### config.mk
export PLATFORM = sky130hd
export DESIGN_NAME = bytepack_engine
export DESIGN_NICKNAME = d
export VERILOG_FILES = /design/src/rtl/bpe_pkg.sv /design/src/rtl/bpe_ctrl.sv /design/src/rtl/bpe_pack.sv /design/src/rtl/bpe_unpack.sv /design/src/rtl/bytepack_engine.sv
export SDC_FILE = /design/constraint.sdc
export NUM_CORES = 1
export LEC_CHECK = 0
export CAP_MARGIN = 25
export CORE_MARGIN = 3
export CORE_UTILIZATION = 40
export CTS_CLUSTER_SIZE = 40
export DETAILED_ROUTE_END_ITERATION = 8
export HOLD_SLACK_MARGIN = 0.06
export PLACE_DENSITY = 0.66
export SETUP_SLACK_MARGIN = 0.1
export SKIP_CTS_REPAIR_TIMING = 1
export SLEW_MARGIN = 20
export SYNTH_ARGS = -nofsm -noshare
export SYNTH_HDL_FRONTEND = slang
export SYNTH_HIERARCHICAL = 1
export SYNTH_SLANG_ARGS = --single-unit
### constraint.sdc
create_clock -name clk -period 3.2 [get_ports clk]
set_input_delay 0.8 -clock clk [delete_from_list [all_inputs] [get_ports clk]]
set_output_delay 0.8 -clock clk [all_outputs]
set_load 0.02 [all_outputs]
### src/rtl/bpe_pkg.sv
package bpe_pkg;
    localparam int BPE_EN_BIT  = 0;
    localparam int BPE_DIR_BIT = 1;
    typedef enum logic {
        BPE_TO_CARD   = 1'b0,
        BPE_FROM_CARD = 1'b1
    } bpe_dir_e;
endpackage

### src/rtl/bpe_ctrl.sv
module bpe_ctrl
    import bpe_pkg::*;
#(
    parameter int CNT_W = 16,
    parameter int CTL_W = 8
) (
    input  logic             clk,
    input  logic             rst_n,
    input  logic             ctl_we,
    input  logic [CTL_W-1:0] ctl_wdata,
    input  logic             len_we,
    input  logic [CNT_W-1:0] len_wdata,
    input  logic             stat_clr,
    input  logic             byte_moved,
    input  logic             fifo_empty,
    input  logic             tx_idle,
    output logic [CTL_W-1:0] ctl_q,
    output logic [CNT_W-1:0] cnt_q,
    output logic             load,
    output logic             data_end,
    output logic             blk_end
);
    typedef struct packed {
        logic [CTL_W-1:0] ctl;
        logic [CNT_W-1:0] len;
        logic [CNT_W-1:0] cnt;
        logic             dend;
        logic             bend;
    } ctrl_t;

    ctrl_t st_d, st_q;
    logic  drained;

    always_comb begin
        st_d    = st_q;
        load    = ctl_we && ctl_wdata[BPE_EN_BIT];
        drained = st_q.ctl[BPE_EN_BIT] && (st_q.cnt == '0);
        if (len_we) begin
            st_d.len = len_wdata;
        end
        if (ctl_we) begin
            st_d.ctl = ctl_wdata;
            if (load) begin
                st_d.cnt = st_q.len;
            end
        end else begin
            if (byte_moved) begin
                st_d.cnt = st_q.cnt - 1'b1;
            end
            if (drained && fifo_empty && tx_idle) begin
                st_d.ctl[BPE_EN_BIT] = 1'b0;
            end
        end
        if (stat_clr) begin
            st_d.dend = 1'b0;
            st_d.bend = 1'b0;
        end else if (drained) begin
            st_d.dend = 1'b1;
            st_d.bend = 1'b1;
        end
    end

    always_ff @(posedge clk or negedge rst_n) begin
        if (!rst_n) begin
            st_q <= '0;
        end else begin
            st_q <= st_d;
        end
    end

    assign ctl_q    = st_q.ctl;
    assign cnt_q    = st_q.cnt;
    assign data_end = st_q.dend;
    assign blk_end  = st_q.bend;


    cnt_step_chk: assert property (@(posedge clk) disable iff (!rst_n)
        !load |=> ((cnt_q == $past(cnt_q)) || ((cnt_q + 1'b1) == $past(cnt_q))));

    move_needs_cnt_chk: assert property (@(posedge clk) disable iff (!rst_n)
        byte_moved |-> (cnt_q != '0));

    en_fall_chk: assert property (@(posedge clk) disable iff (!rst_n)
        ($fell(ctl_q[BPE_EN_BIT]) && !$past(ctl_we)) |-> (($past(cnt_q) == '0) && $past(fifo_empty)));

    end_sticky_chk: assert property (@(posedge clk) disable iff (!rst_n)
        (data_end && !stat_clr) |=> data_end);
endmodule

### src/rtl/bpe_pack.sv
module bpe_pack #(
    parameter int BYTE_W     = 8,
    parameter int WORD_BYTES = 4,
    parameter int CNT_W      = 16,
    localparam int WORD_W    = BYTE_W * WORD_BYTES,
    localparam int LANE_W    = $clog2(WORD_BYTES)
) (
    input  logic              clk,
    input  logic              rst_n,
    input  logic              run,
    input  logic              load,
    input  logic [CNT_W-1:0]  cnt_q,
    input  logic              rx_valid,
    input  logic [BYTE_W-1:0] rx_data,
    input  logic              fifo_full,
    output logic              rx_ready,
    output logic              take,
    output logic              fifo_push,
    output logic [WORD_W-1:0] fifo_wdata
);
    typedef struct packed {
        logic [LANE_W-1:0] pos;
        logic [WORD_W-1:0] acc;
    } pack_t;

    pack_t             st_d, st_q;
    logic [WORD_W-1:0] merged;
    logic              last;

    always_comb begin
        st_d     = st_q;
        rx_ready = run && (cnt_q != '0) && !fifo_full;
        take     = rx_ready && rx_valid;
        merged   = st_q.acc;
        for (int b = 0; b < WORD_BYTES; b++) begin
            if (st_q.pos == LANE_W'(b)) begin
                merged[b*BYTE_W +: BYTE_W] = rx_data;
            end
        end
        last       = take && ((st_q.pos == LANE_W'(WORD_BYTES - 1)) || (cnt_q == CNT_W'(1)));
        fifo_push  = last;
        fifo_wdata = last ? merged : '0;
        if (load) begin
            st_d = '0;
        end else if (take) begin
            if (last) begin
                st_d = '0;
            end else begin
                st_d.pos = st_q.pos + 1'b1;
                st_d.acc = merged;
            end
        end
    end

    always_ff @(posedge clk or negedge rst_n) begin
        if (!rst_n) begin
            st_q <= '0;
        end else begin
            st_q <= st_d;
        end
    end


    push_room_chk: assert property (@(posedge clk) disable iff (!rst_n)
        fifo_push |-> !fifo_full);

    ready_cnt_chk: assert property (@(posedge clk) disable iff (!rst_n)
        rx_ready |-> (cnt_q != '0));
endmodule

### src/rtl/bpe_unpack.sv
module bpe_unpack #(
    parameter int BYTE_W     = 8,
    parameter int WORD_BYTES = 4,
    parameter int CNT_W      = 16,
    localparam int WORD_W    = BYTE_W * WORD_BYTES,
    localparam int LANE_W    = $clog2(WORD_BYTES)
) (
    input  logic              clk,
    input  logic              rst_n,
    input  logic              run,
    input  logic              load,
    input  logic [CNT_W-1:0]  cnt_q,
    input  logic              fifo_empty,
    input  logic [WORD_W-1:0] fifo_rdata,
    input  logic              tx_ready,
    output logic              fifo_pop,
    output logic              take,
    output logic              tx_valid,
    output logic [BYTE_W-1:0] tx_data,
    output logic              tx_idle
);
    typedef struct packed {
        logic [LANE_W-1:0] pos;
        logic [WORD_W-1:0] hold;
        logic              vld;
        logic [BYTE_W-1:0] dat;
    } unpack_t;

    unpack_t           st_d, st_q;
    logic              need_word;
    logic              slot_free;
    logic [WORD_W-1:0] src;
    logic [BYTE_W-1:0] lane_byte;

    always_comb begin
        st_d      = st_q;
        need_word = (st_q.pos == '0);
        slot_free = !st_q.vld || tx_ready;
        take      = run && (cnt_q != '0) && slot_free && (!need_word || !fifo_empty);
        fifo_pop  = take && need_word;
        src       = need_word ? fifo_rdata : st_q.hold;
        lane_byte = '0;
        for (int b = 0; b < WORD_BYTES; b++) begin
            if (st_q.pos == LANE_W'(b)) begin
                lane_byte = src[b*BYTE_W +: BYTE_W];
            end
        end
        if (load) begin
            st_d.pos = '0;
            st_d.vld = 1'b0;
        end else if (take) begin
            st_d.vld  = 1'b1;
            st_d.dat  = lane_byte;
            st_d.hold = src;
            st_d.pos  = (st_q.pos == LANE_W'(WORD_BYTES - 1)) ? '0 : st_q.pos + 1'b1;
        end else if (st_q.vld && tx_ready) begin
            st_d.vld = 1'b0;
        end
    end

    always_ff @(posedge clk or negedge rst_n) begin
        if (!rst_n) begin
            st_q <= '0;
        end else begin
            st_q <= st_d;
        end
    end

    assign tx_valid = st_q.vld;
    assign tx_data  = st_q.dat;
    assign tx_idle  = !st_q.vld;


    tx_hold_chk: assert property (@(posedge clk) disable iff (!rst_n)
        (tx_valid && !tx_ready && !load) |=> (tx_valid && $stable(tx_data)));

    pop_nonempty_chk: assert property (@(posedge clk) disable iff (!rst_n)
        fifo_pop |-> !fifo_empty);
endmodule

### src/rtl/bytepack_engine.sv
module bytepack_engine
    import bpe_pkg::*;
#(
    parameter int BYTE_W     = 8,
    parameter int WORD_BYTES = 4,
    parameter int CNT_W      = 16,
    parameter int CTL_W      = 8,
    localparam int WORD_W    = BYTE_W * WORD_BYTES,
    localparam int LANE_SH   = $clog2(WORD_BYTES),
    localparam int WC_W      = CNT_W - LANE_SH + 1
) (
    input  logic              clk,
    input  logic              rst_n,
    input  logic              ctl_we,
    input  logic [CTL_W-1:0]  ctl_wdata,
    input  logic              len_we,
    input  logic [CNT_W-1:0]  len_wdata,
    input  logic              stat_clr,
    output logic [CTL_W-1:0]  ctl_rdata,
    output logic [CNT_W-1:0]  byte_cnt,
    output logic [WC_W-1:0]   word_cnt,
    output logic              data_end,
    output logic              blk_end,
    output logic              fifo_push,
    output logic [WORD_W-1:0] fifo_wdata,
    input  logic              fifo_full,
    output logic              fifo_pop,
    input  logic [WORD_W-1:0] fifo_rdata,
    input  logic              fifo_empty,
    input  logic              rx_valid,
    input  logic [BYTE_W-1:0] rx_data,
    output logic              rx_ready,
    output logic              tx_valid,
    output logic [BYTE_W-1:0] tx_data,
    input  logic              tx_ready
);
    logic [CTL_W-1:0] ctl_q;
    logic [CNT_W-1:0] cnt_q;
    logic             load;
    logic             rx_take, tx_take, tx_idle;
    logic             run_rx, run_tx;
    logic [CNT_W:0]   cnt_round;
    bpe_dir_e         dir;

    bpe_ctrl #(.CNT_W(CNT_W), .CTL_W(CTL_W)) u_ctrl (
        .clk        (clk),
        .rst_n      (rst_n),
        .ctl_we     (ctl_we),
        .ctl_wdata  (ctl_wdata),
        .len_we     (len_we),
        .len_wdata  (len_wdata),
        .stat_clr   (stat_clr),
        .byte_moved (rx_take || tx_take),
        .fifo_empty (fifo_empty),
        .tx_idle    (tx_idle),
        .ctl_q      (ctl_q),
        .cnt_q      (cnt_q),
        .load       (load),
        .data_end   (data_end),
        .blk_end    (blk_end)
    );

    assign dir    = bpe_dir_e'(ctl_q[BPE_DIR_BIT]);
    assign run_rx = ctl_q[BPE_EN_BIT] && !ctl_we && (dir == BPE_FROM_CARD);
    assign run_tx = ctl_q[BPE_EN_BIT] && !ctl_we && (dir == BPE_TO_CARD);

    bpe_pack #(.BYTE_W(BYTE_W), .WORD_BYTES(WORD_BYTES), .CNT_W(CNT_W)) u_pack (
        .clk        (clk),
        .rst_n      (rst_n),
        .run        (run_rx),
        .load       (load),
        .cnt_q      (cnt_q),
        .rx_valid   (rx_valid),
        .rx_data    (rx_data),
        .fifo_full  (fifo_full),
        .rx_ready   (rx_ready),
        .take       (rx_take),
        .fifo_push  (fifo_push),
        .fifo_wdata (fifo_wdata)
    );

    bpe_unpack #(.BYTE_W(BYTE_W), .WORD_BYTES(WORD_BYTES), .CNT_W(CNT_W)) u_unpack (
        .clk        (clk),
        .rst_n      (rst_n),
        .run        (run_tx),
        .load       (load),
        .cnt_q      (cnt_q),
        .fifo_empty (fifo_empty),
        .fifo_rdata (fifo_rdata),
        .tx_ready   (tx_ready),
        .fifo_pop   (fifo_pop),
        .take       (tx_take),
        .tx_valid   (tx_valid),
        .tx_data    (tx_data),
        .tx_idle    (tx_idle)
    );

    assign cnt_round = {1'b0, cnt_q} + (CNT_W+1)'(WORD_BYTES - 1);
    assign word_cnt  = cnt_round[CNT_W:LANE_SH];
    assign ctl_rdata = ctl_q;
    assign byte_cnt  = cnt_q;


    one_lane_chk: assert property (@(posedge clk) disable iff (!rst_n)
        !(rx_take && tx_take));
endmodule

== Word level (Yosys, flattened, before mapping) ==
Cells that the tools add are included.

* Bits in registers: 119
* Input port bits: 73
* Output and inout port bits: 85

* Add/subtract/negate cells: 4
* Equality and inequality tests: 8
* Multiplexer cells: 26
* Bitwise logic cells: 2
* Reduce and logical (&&, ||, !) cells: 37

{| class="wikitable"
|+ Operators with widths
! operator !! number
|-
| $mux W34 || 4
|-
| $mux W32 || 2
|-
| $mux W8 || 8
|-
| $mux W16 || 3
|-
| $add A16 B2 Y17 const B || 1
|-
| $eq A16 B1 Y1 const B || 1
|-
| $logic_and A1 B1 Y1 || 16
|-
| $logic_not A16 Y1 || 1
|-
| $reduce_bool A16 Y1 || 1
|-
| $sub A16 B1 Y16 const B || 1
|-
| $reduce_bool A2 Y1 || 5
|-
| $eq A2 B2 Y1 const B || 4
|-
| $mux W2 || 4
|-
| $logic_not A1 Y1 || 5
|-
| $mux W1 || 5
|-
| $add A2 B1 Y2 const B || 2
|-
| $eq A2 B1 Y1 const B || 2
|-
| $logic_not A2 Y1 || 2
|-
| $logic_or A1 B1 Y1 || 4
|-
| $reduce_and A2 Y1 || 2
|-
| $reduce_bool A3 Y1 || 1
|-
| $ne A2 B1 Y1 const B || 1
|-
| $not A1 Y1 || 2
|}

== Longest topological paths before layout ==
Gate-level depths: netlist of the first run.

* Depth in word-level cells: 10
* Depth in mapped cells: 11
* Depth with buffers taken out: 10

== Modules after synthesis ==
The synthesis of the first run kept the hierarchy.

{| class="wikitable"
|+ By module, submodules not included
! module !! instances !! cells each !! area an instance (µm²) !! seq. area each (µm²)
|-
| bpe_pack || 1 || 274 || 2214.6 || 850.8
|-
| bpe_unpack || 1 || 173 || 2145.8 || 875.8
|-
| bpe_ctrl || 1 || 189 || 2137.0 || 1026.0
|-
| bytepack_engine || 1 || 43 || 311.5 || 0.0
|}

== Least setup slack after synthesis of the first run ==
OpenSTA, ideal clock, no wires.

* Kind: register to output
* From: register u_ctrl.st_q, in the netlist u_ctrl/cnt_q[8]
* To: output port fifo_wdata[10]
* Arrival: 2.154 ns
* Required time: 2.400 ns
* Path slack: 0.246 ns
* Cell stages (with the launch flop): 7
* Buffers on the path: 2
* Path through: dfrtp_1 -> buf_4 -> nor4_2 -> nand4_2 -> mux2i_4 -> buf_6 -> nor3_1

* Cells in the longest elaborated chain, start to end: 6

{| class="wikitable"
|+ Ends and longest elaborated chain
! what !! line !! text
|-
| start, declared || bpe_ctrl.sv:31 || <nowiki>ctrl_t st_d, st_q;</nowiki>
|-
| start signal, assigned || bpe_ctrl.sv:67 || <nowiki>st_q <= st_d;</nowiki>
|-
| $reduce_bool A16 Y1 || bpe_pack.sv:32 || <nowiki>rx_ready = run && (cnt_q != '0) && !fifo_full;</nowiki>
|-
| $logic_and A1 B1 Y1 (2 in a row) || bpe_pack.sv:32 ||
|-
| $logic_and A1 B1 Y1 || bpe_pack.sv:33 || <nowiki>take = rx_ready && rx_valid;</nowiki>
|-
| $logic_and A1 B1 Y1 * || bpe_pack.sv:40 || <nowiki>last = take && ((st_q.pos == LANE_W'(WORD_BYTES - 1)) || (cnt_q == CNT_W'(1)));</nowiki>
|-
| $mux W32 * || bpe_pack.sv:42 || <nowiki>fifo_wdata = last ? merged : '0;</nowiki>
|-
| end, declared || bytepack_engine.sv:25 || <nowiki>output logic [WORD_W-1:0] fifo_wdata,</nowiki>
|}

Mark *: on every way between the ends. The rest lies on a longest branch, timed or not.

== Worst setup path after layout of the first run ==
* From: register u_ctrl.st_q, in the netlist u_ctrl/cnt_q[8]
* To: output port word_cnt[12]

* Cells in the longest elaborated chain, start to end: 1

{| class="wikitable"
|+ Ends and longest elaborated chain
! what !! line !! text
|-
| $add A16 B2 Y17 || bytepack_engine.sv:98 || <nowiki>assign cnt_round = {1'b0, cnt_q} + (CNT_W+1)'(WORD_BYTES - 1);</nowiki>
|-
| end, declared || bytepack_engine.sv:21 || <nowiki>output logic [WC_W-1:0] word_cnt,</nowiki>
|}

Every way passes these cells.

==> reports/metrics.yaml, run 1 <==
final_layout:
  fin_util_pct: 54.1
  drive_above_1_share_pct: 25.9
  antenna_cells: 0
  nNetsFinal: 918
  fin_area_um2: 9000
  areaGrowthSynthToFinish_pct: 32.2
setup_path:
  endpoint_kind: "output port"
  r2r-start: "u_ctrl/cnt_q[10]$_DFFE_PN0P_"
  rrSetupSlack_ns: 0.31
  arrival_ns: 2.37
  crit_fanout: 13
  critPathRequiredTime_ns: 2.40
  reg2reg_depth: 10
  start_kind: "flip-flop"
  worstSetupPathType: "flip-flop to output port"
  reg2reg_to: "u_ctrl/cnt_q[11]$_DFFE_PN0P_"
timing:
  tightest_slew_ns: 0.893
  fmax_ghz: 0.315
  slew_viol_final: 0
  finalCritPeriodShare_pct: 99.1
  skew_ns: 0.0112
  setup_viol: 0
  hold_violations: 0
  grt_setup_unrepaired: "true"
  timing.hold.ws_ns: 0.401
  fin_crit_ns: 3.17
  relSlewSlack_pct: 40.4
floorplan:
  rows: 47
  start_util_pct: 40.9
  die-height_um: 136
  core_um2: 16600
  dieArea_um2: 18600
  io_pins: 158
  die_x_um: 136
synthesis:
  async_flop_share_pct: 100
  ys_types: 67
  synth_flop_cell: "dfrtp_1"
  yosys_register_bits: 110
  yosysSeqAreaShare_pct: 40.4
  synth_top_area_cell: "dfrtp_1"
  synthMostInstantiatedCell: "dfrtp_1"
  synth_edf_count: 0
  synth_top_cell_area_share_pct: 40.4
  syn_area_um2: 6810
  synth_nets: 761
  syn-instance-count: 679
  synth.area.top_cells: "dfrtp_1 40%, mux2_2 8.1%, mux2_4 4.4%"
  yosysWarningCount: 6
  syn_area_per_cell_um2: 10.0
  synthTopCellsByCount: "110 x dfrtp_1, 53 x nor2_1, 49 x mux2_2, 40 x nor3_1, 37 x inv_1"
global_route:
  grt_use_total_pct: 20.3
  grt_pass1_vias: 5945
  grt_remaining_overflow: 0
  grt_max_degree: 51
  grt_pass1_wl_um: 30100
  antenna_found_initial: 1
place:
  gp_congestion: 0.879
  dp_hpwl_um: 13800
  numPortBuffers: 157
  placed_area_um2: 8650
routing:
  drcViolationCount: 0
  wl_per_cell_um: 17.9
  first_iter_violations: 442
  postRouteAntennaNets: 0
  drt-vias-per-instance: 5.45
  dr.pass1.iters: 6
  routed_wl_um: 19000
  vias: 5781
outcome:
  outcome: "finished, final reports clean"
cts:
  root_buffer: "clkbuf_16"
  numCtsBuffers: 9
  cts_tree: "done"
  cts_max_level: 3
  cts_buffer_depth: 2
  path_clk_slew_ns: 0.08
  clk_latency_ns: 0.35
  clock_sinks: 110
pwr:
  irDropWorstVdd_v: 0.000314
  power_leakage_uw: 0.00390
  p_per_area_nw_per_um2: 519
min_path:
  min_path_type: "input port to asynchronous set/reset pin"
flow_run:
  drv_cap: 0
[flip-flops by register name, summed over array words and instances, names as in the netlist]
signal             count
u_ctrl/cnt_q          16
u_ctrl/ctl_q           8
u_ctrl/data_end        1
u_ctrl/st_q           16
u_pack/st_q           34
u_unpack/st_q         26
u_unpack/tx_data       8
u_unpack/tx_valid      1
[layout make-up]
class	count	area [um2]
inverters	38	143
multi-input cells	459	3540
well taps	220	275
repair buffers	218	1970
fillers	1426	7640
flip-flops and latches	110	2750
clock inverters	5	65.1
clock buffers	11	253
[cell usage in the layout, fill, tap and decap left out, types with 7 or more instances in the layout]
cell / instances
clkdlybuf4s50_1: 115
xnor2_1: 7
inv_1: 37
buf_4: 57
mux2_4: 20
buf_2: 21
o22ai_1: 7
xor2_1: 10
o21ai_0: 8
and2_1: 14
a21boi_1: 8
nor4_1: 11
nor3_2: 11
nor3_1: 30
mux2i_1: 27
clkbuf_16: 10
ha_1: 9
nor2_1: 53
o211ai_1: 16
dfrtp_1: 110
o221ai_1: 12
nand3_1: 25
a21oi_1: 34
dlymetal6s2s_1: 8
nand2_1: 25
clkbuf_2: 10
o21ai_1: 14
a21o_1: 8
mux2_2: 49
[through the flow]
stage	power, uW	std cells	setup slack, ns	TNS [ns]
3_5_place_dp	3490	1039	-0.343	-10.70
2_1_floorplan	2920	679	0.246	0
4_1_cts	4700	1055	-0.344	-9.62
3_3_place_gp	3440	1039	-0.284	-8.83
6_report	4670	1061	0.0298	0
5_1_grt	4910	1061	-0.104	-0.337
[worst max path at each step]
stage | endpoint | cells after the start | startpoint | slack [ns]
floorplan | fifo_wdata[10] | 6 | u_ctrl/cnt_q[8]$_DFFE_PN0P_ | 0.25
detailed placement | fifo_wdata[3] | 6 | ctl_we | -0.34
CTS | fifo_wdata[3] | 6 | ctl_we | -0.34
global route | word_cnt[12] | 5 | u_ctrl/cnt_q[8]$_DFFE_PN0P_ | -0.10
finish | word_cnt[12] | 5 | u_ctrl/cnt_q[8]$_DFFE_PN0P_ | 0.03
global placement | fifo_wdata[13] | 5 | ctl_we | -0.28
[logic make-up after synthesis]
kind of cell	Yosys count	share of synthesized area, %
compound gates	121	11.8
xor+xnor	17	2.19
fa+ha+maj	9	1.65
buf+inv	110	9.11
flops	110	40.4
mux	98	17.0
simple gates	214	17.8
[power by group]
| group | internal, uW | total, uW | switching [uW] |
|---|---|---|---|
| combinational | 864 | 1660 | 794 |
| clock | 659 | 1180 | 521 |
| sequential | 1660 | 1830 | 169 |
[worst max-delay path, stage by stage, from the launching register on]
cell and delay (ns):
dfrtp_1 0.41, buf_4 0.23, nand3_1 0.19, nor4_1 0.37, xor2_1 0.19, clkdlybuf4s50_1 0.62
[routing by layer]
metal / up-vias / track usage, % / wire length, um
li1: 2714 / - / -
met1: 2812 / 25.3 / 7870
met2: 221 / 34.5 / 9550
met3: 32 / 4.70 / 1250
met4: 2 / 6.72 / 333
met5: - / 0 / 13
No activity file was read; power rests on OpenSTA's default activity.
==> inputs of run 2 (changes only) <==
--- a/config.mk
+++ b/config.mk
@@ -5,9 +5,11 @@
 export SDC_FILE = /design/constraint.sdc
 export NUM_CORES = 1
 export LEC_CHECK = 0
+export ABC_AREA = 0
 export CAP_MARGIN = 25
 export CORE_MARGIN = 3
 export CORE_UTILIZATION = 40
+export CTS_BUF_LIST = sky130_fd_sc_hd__clkbuf_4 sky130_fd_sc_hd__clkbuf_8 sky130_fd_sc_hd__clkbuf_16
 export CTS_CLUSTER_SIZE = 40
 export DETAILED_ROUTE_END_ITERATION = 8
 export HOLD_SLACK_MARGIN = 0.06
==> results of run 2 <==
Final layout, timing and power as in run 1 (identical DEF).
==> inputs of run 3 (changes only) <==
--- a/config.mk
+++ b/config.mk
@@ -15,7 +15,6 @@
 export HOLD_SLACK_MARGIN = 0.06
 export PLACE_DENSITY = 0.66
 export SETUP_SLACK_MARGIN = 0.1
-export SKIP_CTS_REPAIR_TIMING = 1
 export SLEW_MARGIN = 20
 export SYNTH_ARGS = -nofsm -noshare
 export SYNTH_HDL_FRONTEND = slang
==> run 3 against run 2 <==
Cell area shrank 0.95%. Final cell count fell by 0.28%. Die area unchanged. Worst setup slack gained 0.070 ns. Sequential power barely moved. Highest routed layer unchanged.
==> reports/metrics.yaml, run 3 (synthesis results as in run 1) <==
routing:
  dr.pass1.iters: 5  # -1
  postRouteAntennaNets: 0  # unchanged
  drt-vias-per-instance: 5.44  # -0.13%
  drcViolationCount: 0  # unchanged
  vias: 5757  # -0.42%
  wl_per_cell_um: 17.9  # about the same
  routed_wl_um: 19000  # -0.18%
  first_iter_violations: 429  # -2.9%
timing:
  fmax_ghz: 0.323  # +2.2%
  setup_viol: 0  # unchanged
  hold_violations: 0  # unchanged
  relSlewSlack_pct: 42.8  # +2.4 points
  finalCritPeriodShare_pct: 96.9  # -2.2 points
  setup-tns-final_ns: 0  # unchanged
  fin_crit_ns: 3.10  # -0.0696 ns
  slew_viol_final: 0  # unchanged
  tightest_slew_ns: 0.858  # -0.0357 ns
  skew_ns: 0.00831  # -0.00288 ns
  grt_setup_unrepaired: "true"
final_layout:
  seqCellArea_um2: 2750  # unchanged
  layout_commonest_cell: "clkdlybuf4s50_1"
  largestRegisters: "u_pack/st_q (34), u_unpack/st_q (26)"
  fin_util_pct: 53.6  # -0.51 points
  mostFrequentLayoutCells: "112 x clkdlybuf4s50_1, 110 x dfrtp_1, 61 x buf_4"
  areaGrowthSynthToFinish_pct: 31.0
  stdcell_count: 1058  # -0.28%
  fillers: 1447  # +1.5%
  regMostFlops: "u_pack/st_q"
  antenna_cells: 0  # unchanged
  largest_reg_flops: 34  # unchanged
  drive_above_1_share_pct: 25.4  # -0.50 points
  nNetsFinal: 915  # -0.33%
  multi_input_area_um2: 3520  # -0.60%
floorplan:
  die-height_um: 136  # unchanged
  dieArea_um2: 18600  # unchanged
  die_x_um: 136  # unchanged
  start_util_pct: 40.9  # unchanged
  rows: 47  # unchanged
  core_um2: 16600  # unchanged
  io_pins: 158  # unchanged
setup_path:
  worstSetupPathType: "input port to output port"
  crit_cells: 5  # unchanged
  path_buf_inv: 2  # unchanged
  rrSetupSlack_ns: 0.30  # about the same
  arrival_ns: 2.30  # -0.07 ns
  max_stage_delay_ns: 0.43  # -0.19 ns
  reg2reg_to: "u_ctrl/cnt_q[11]$_DFFE_PN0P_"
  critPathRequiredTime_ns: 2.40  # about the same
  endpoint_kind: "output port"
  cp_cell_sequence: "clkdlybuf4s50_1, and3b_2, nand3b_2, nor3_1, clkdlybuf4s15_2"
  r2r-start: "u_ctrl/cnt_q[10]$_DFFE_PN0P_"
  start_kind: "input port"
  crit_family: "simple AND/OR/NAND/NOR gates"
  crit_slowest_cell: "clkdlybuf4s50_1"
  crit_fanout: 3  # -10
  reg2reg_depth: 10  # unchanged
global_route:
  grt_pass1_wl_um: 30400  # +1.1%
  grt_max_degree: 51  # unchanged
  antenna_found_initial: 1  # unchanged
  grt_remaining_overflow: 0  # unchanged
  grt_pass1_vias: 5991  # +0.77%
  grt_use_total_pct: 20.5  # +0.20 points
cts:
  path_clk_slew_ns: 0.07  # about the same
  root_buffer: "clkbuf_16"
  numCtsBuffers: 9  # unchanged
  cts_buffer_depth: 2  # unchanged
  ctsHoldBuffers: 0
  clk_latency_ns: 0.35  # about the same
  cts_tree: "done"
  clock_sinks: 110  # unchanged
  cts_max_level: 3  # unchanged
pwr:
  power_leakage_uw: 0.00378  # -2.9%
  irDropWorstVdd_v: 0.000313  # -0.28%
  power.total_uw: 4660  # -0.23%
  p_per_area_nw_per_um2: 523  # +0.72%
place:
  place_inst: 1039  # unchanged
  numPortBuffers: 157  # unchanged
  gp_congestion: 0.879  # unchanged
  dp_hpwl_um: 13800  # unchanged
outcome:
  outcome: "finished, final reports clean"
min_path:
  min_path_type: "input port to asynchronous set/reset pin"
flow_run:
  drv_cap: 0  # unchanged
## run 3: cell types whose count changed in the layout (fill, tap and decap cells not counted), moves of 4 or more
cell and delta:
dlygate4sd2_1 +8, nor3_2 -6, buf_4 +4, buf_2 +4, clkbuf_2 -9, nor3_1 +7
dlymetal6s2s_1 -6
## run 3: area by class of cell
| type | instances | share of cell area, % |
|---|---|---|
| Tap cell | 220 | 3.09 |
| Multi-Input combinational cell | 459 | 39.5 |
| Clock inverter | 5 | 0.730 |
| Inverter | 38 | 1.60 |
| Clock buffer | 11 | 2.83 |
| Sequential cell | 110 | 30.9 |
| Timing Repair Buffer | 215 | 21.4 |
## run 3: power by group
part,switching (uW),leakage (uW),internal [uW]
clock network,521,0.000157,659
logic,799,0.00224,848
registers,169,0.00138,1660
total,1490,0.00378,3170
## run 3: metal layers
metal / part of all wire, % / global-route usage [%] / up-vias
met5: 0.068 / 0 / -
met3: 5.8 / 4.66 / 41
li1: - / - / 2706
met1: 42 / 25.7 / 2807
met4: 2.1 / 7.11 / 2
met2: 50 / 34.6 / 201
## run 3: how the worst max path moves through the flow
stage	end	from
after floorplan	fifo_wdata[10]	u_ctrl/cnt_q[8]$_DFFE_PN0P_
after detailed placement	fifo_wdata[3]	ctl_we
after global routing	fifo_wdata[13]	ctl_we
after global placement	fifo_wdata[13]	ctl_we
final	fifo_wdata[13]	ctl_we
after CTS	word_cnt[7]	u_ctrl/cnt_q[1]$_DFFE_PN0P_
## run 3: metrics by stage
step / worst slack, ns / hold WS [ns] / cell area [um2]
finish: 0.0994 / 0.401 / 8920
global route: 0.0362 / 0.427 / 8920
CTS: 0.0972 / 0.405 / 8840
detailed placement: -0.343 / 0.467 / 8650
global placement: -0.284 / 0.476 / 8650
floorplan: 0.246 / 0.445 / 6810
## run 3: what timing repair did
item	in CTS	in global routing
setup endpoints to repair	42	38
cloned	0	0
gates resized for setup	176	21
buffers inserted	0	2
pin swaps	0	1
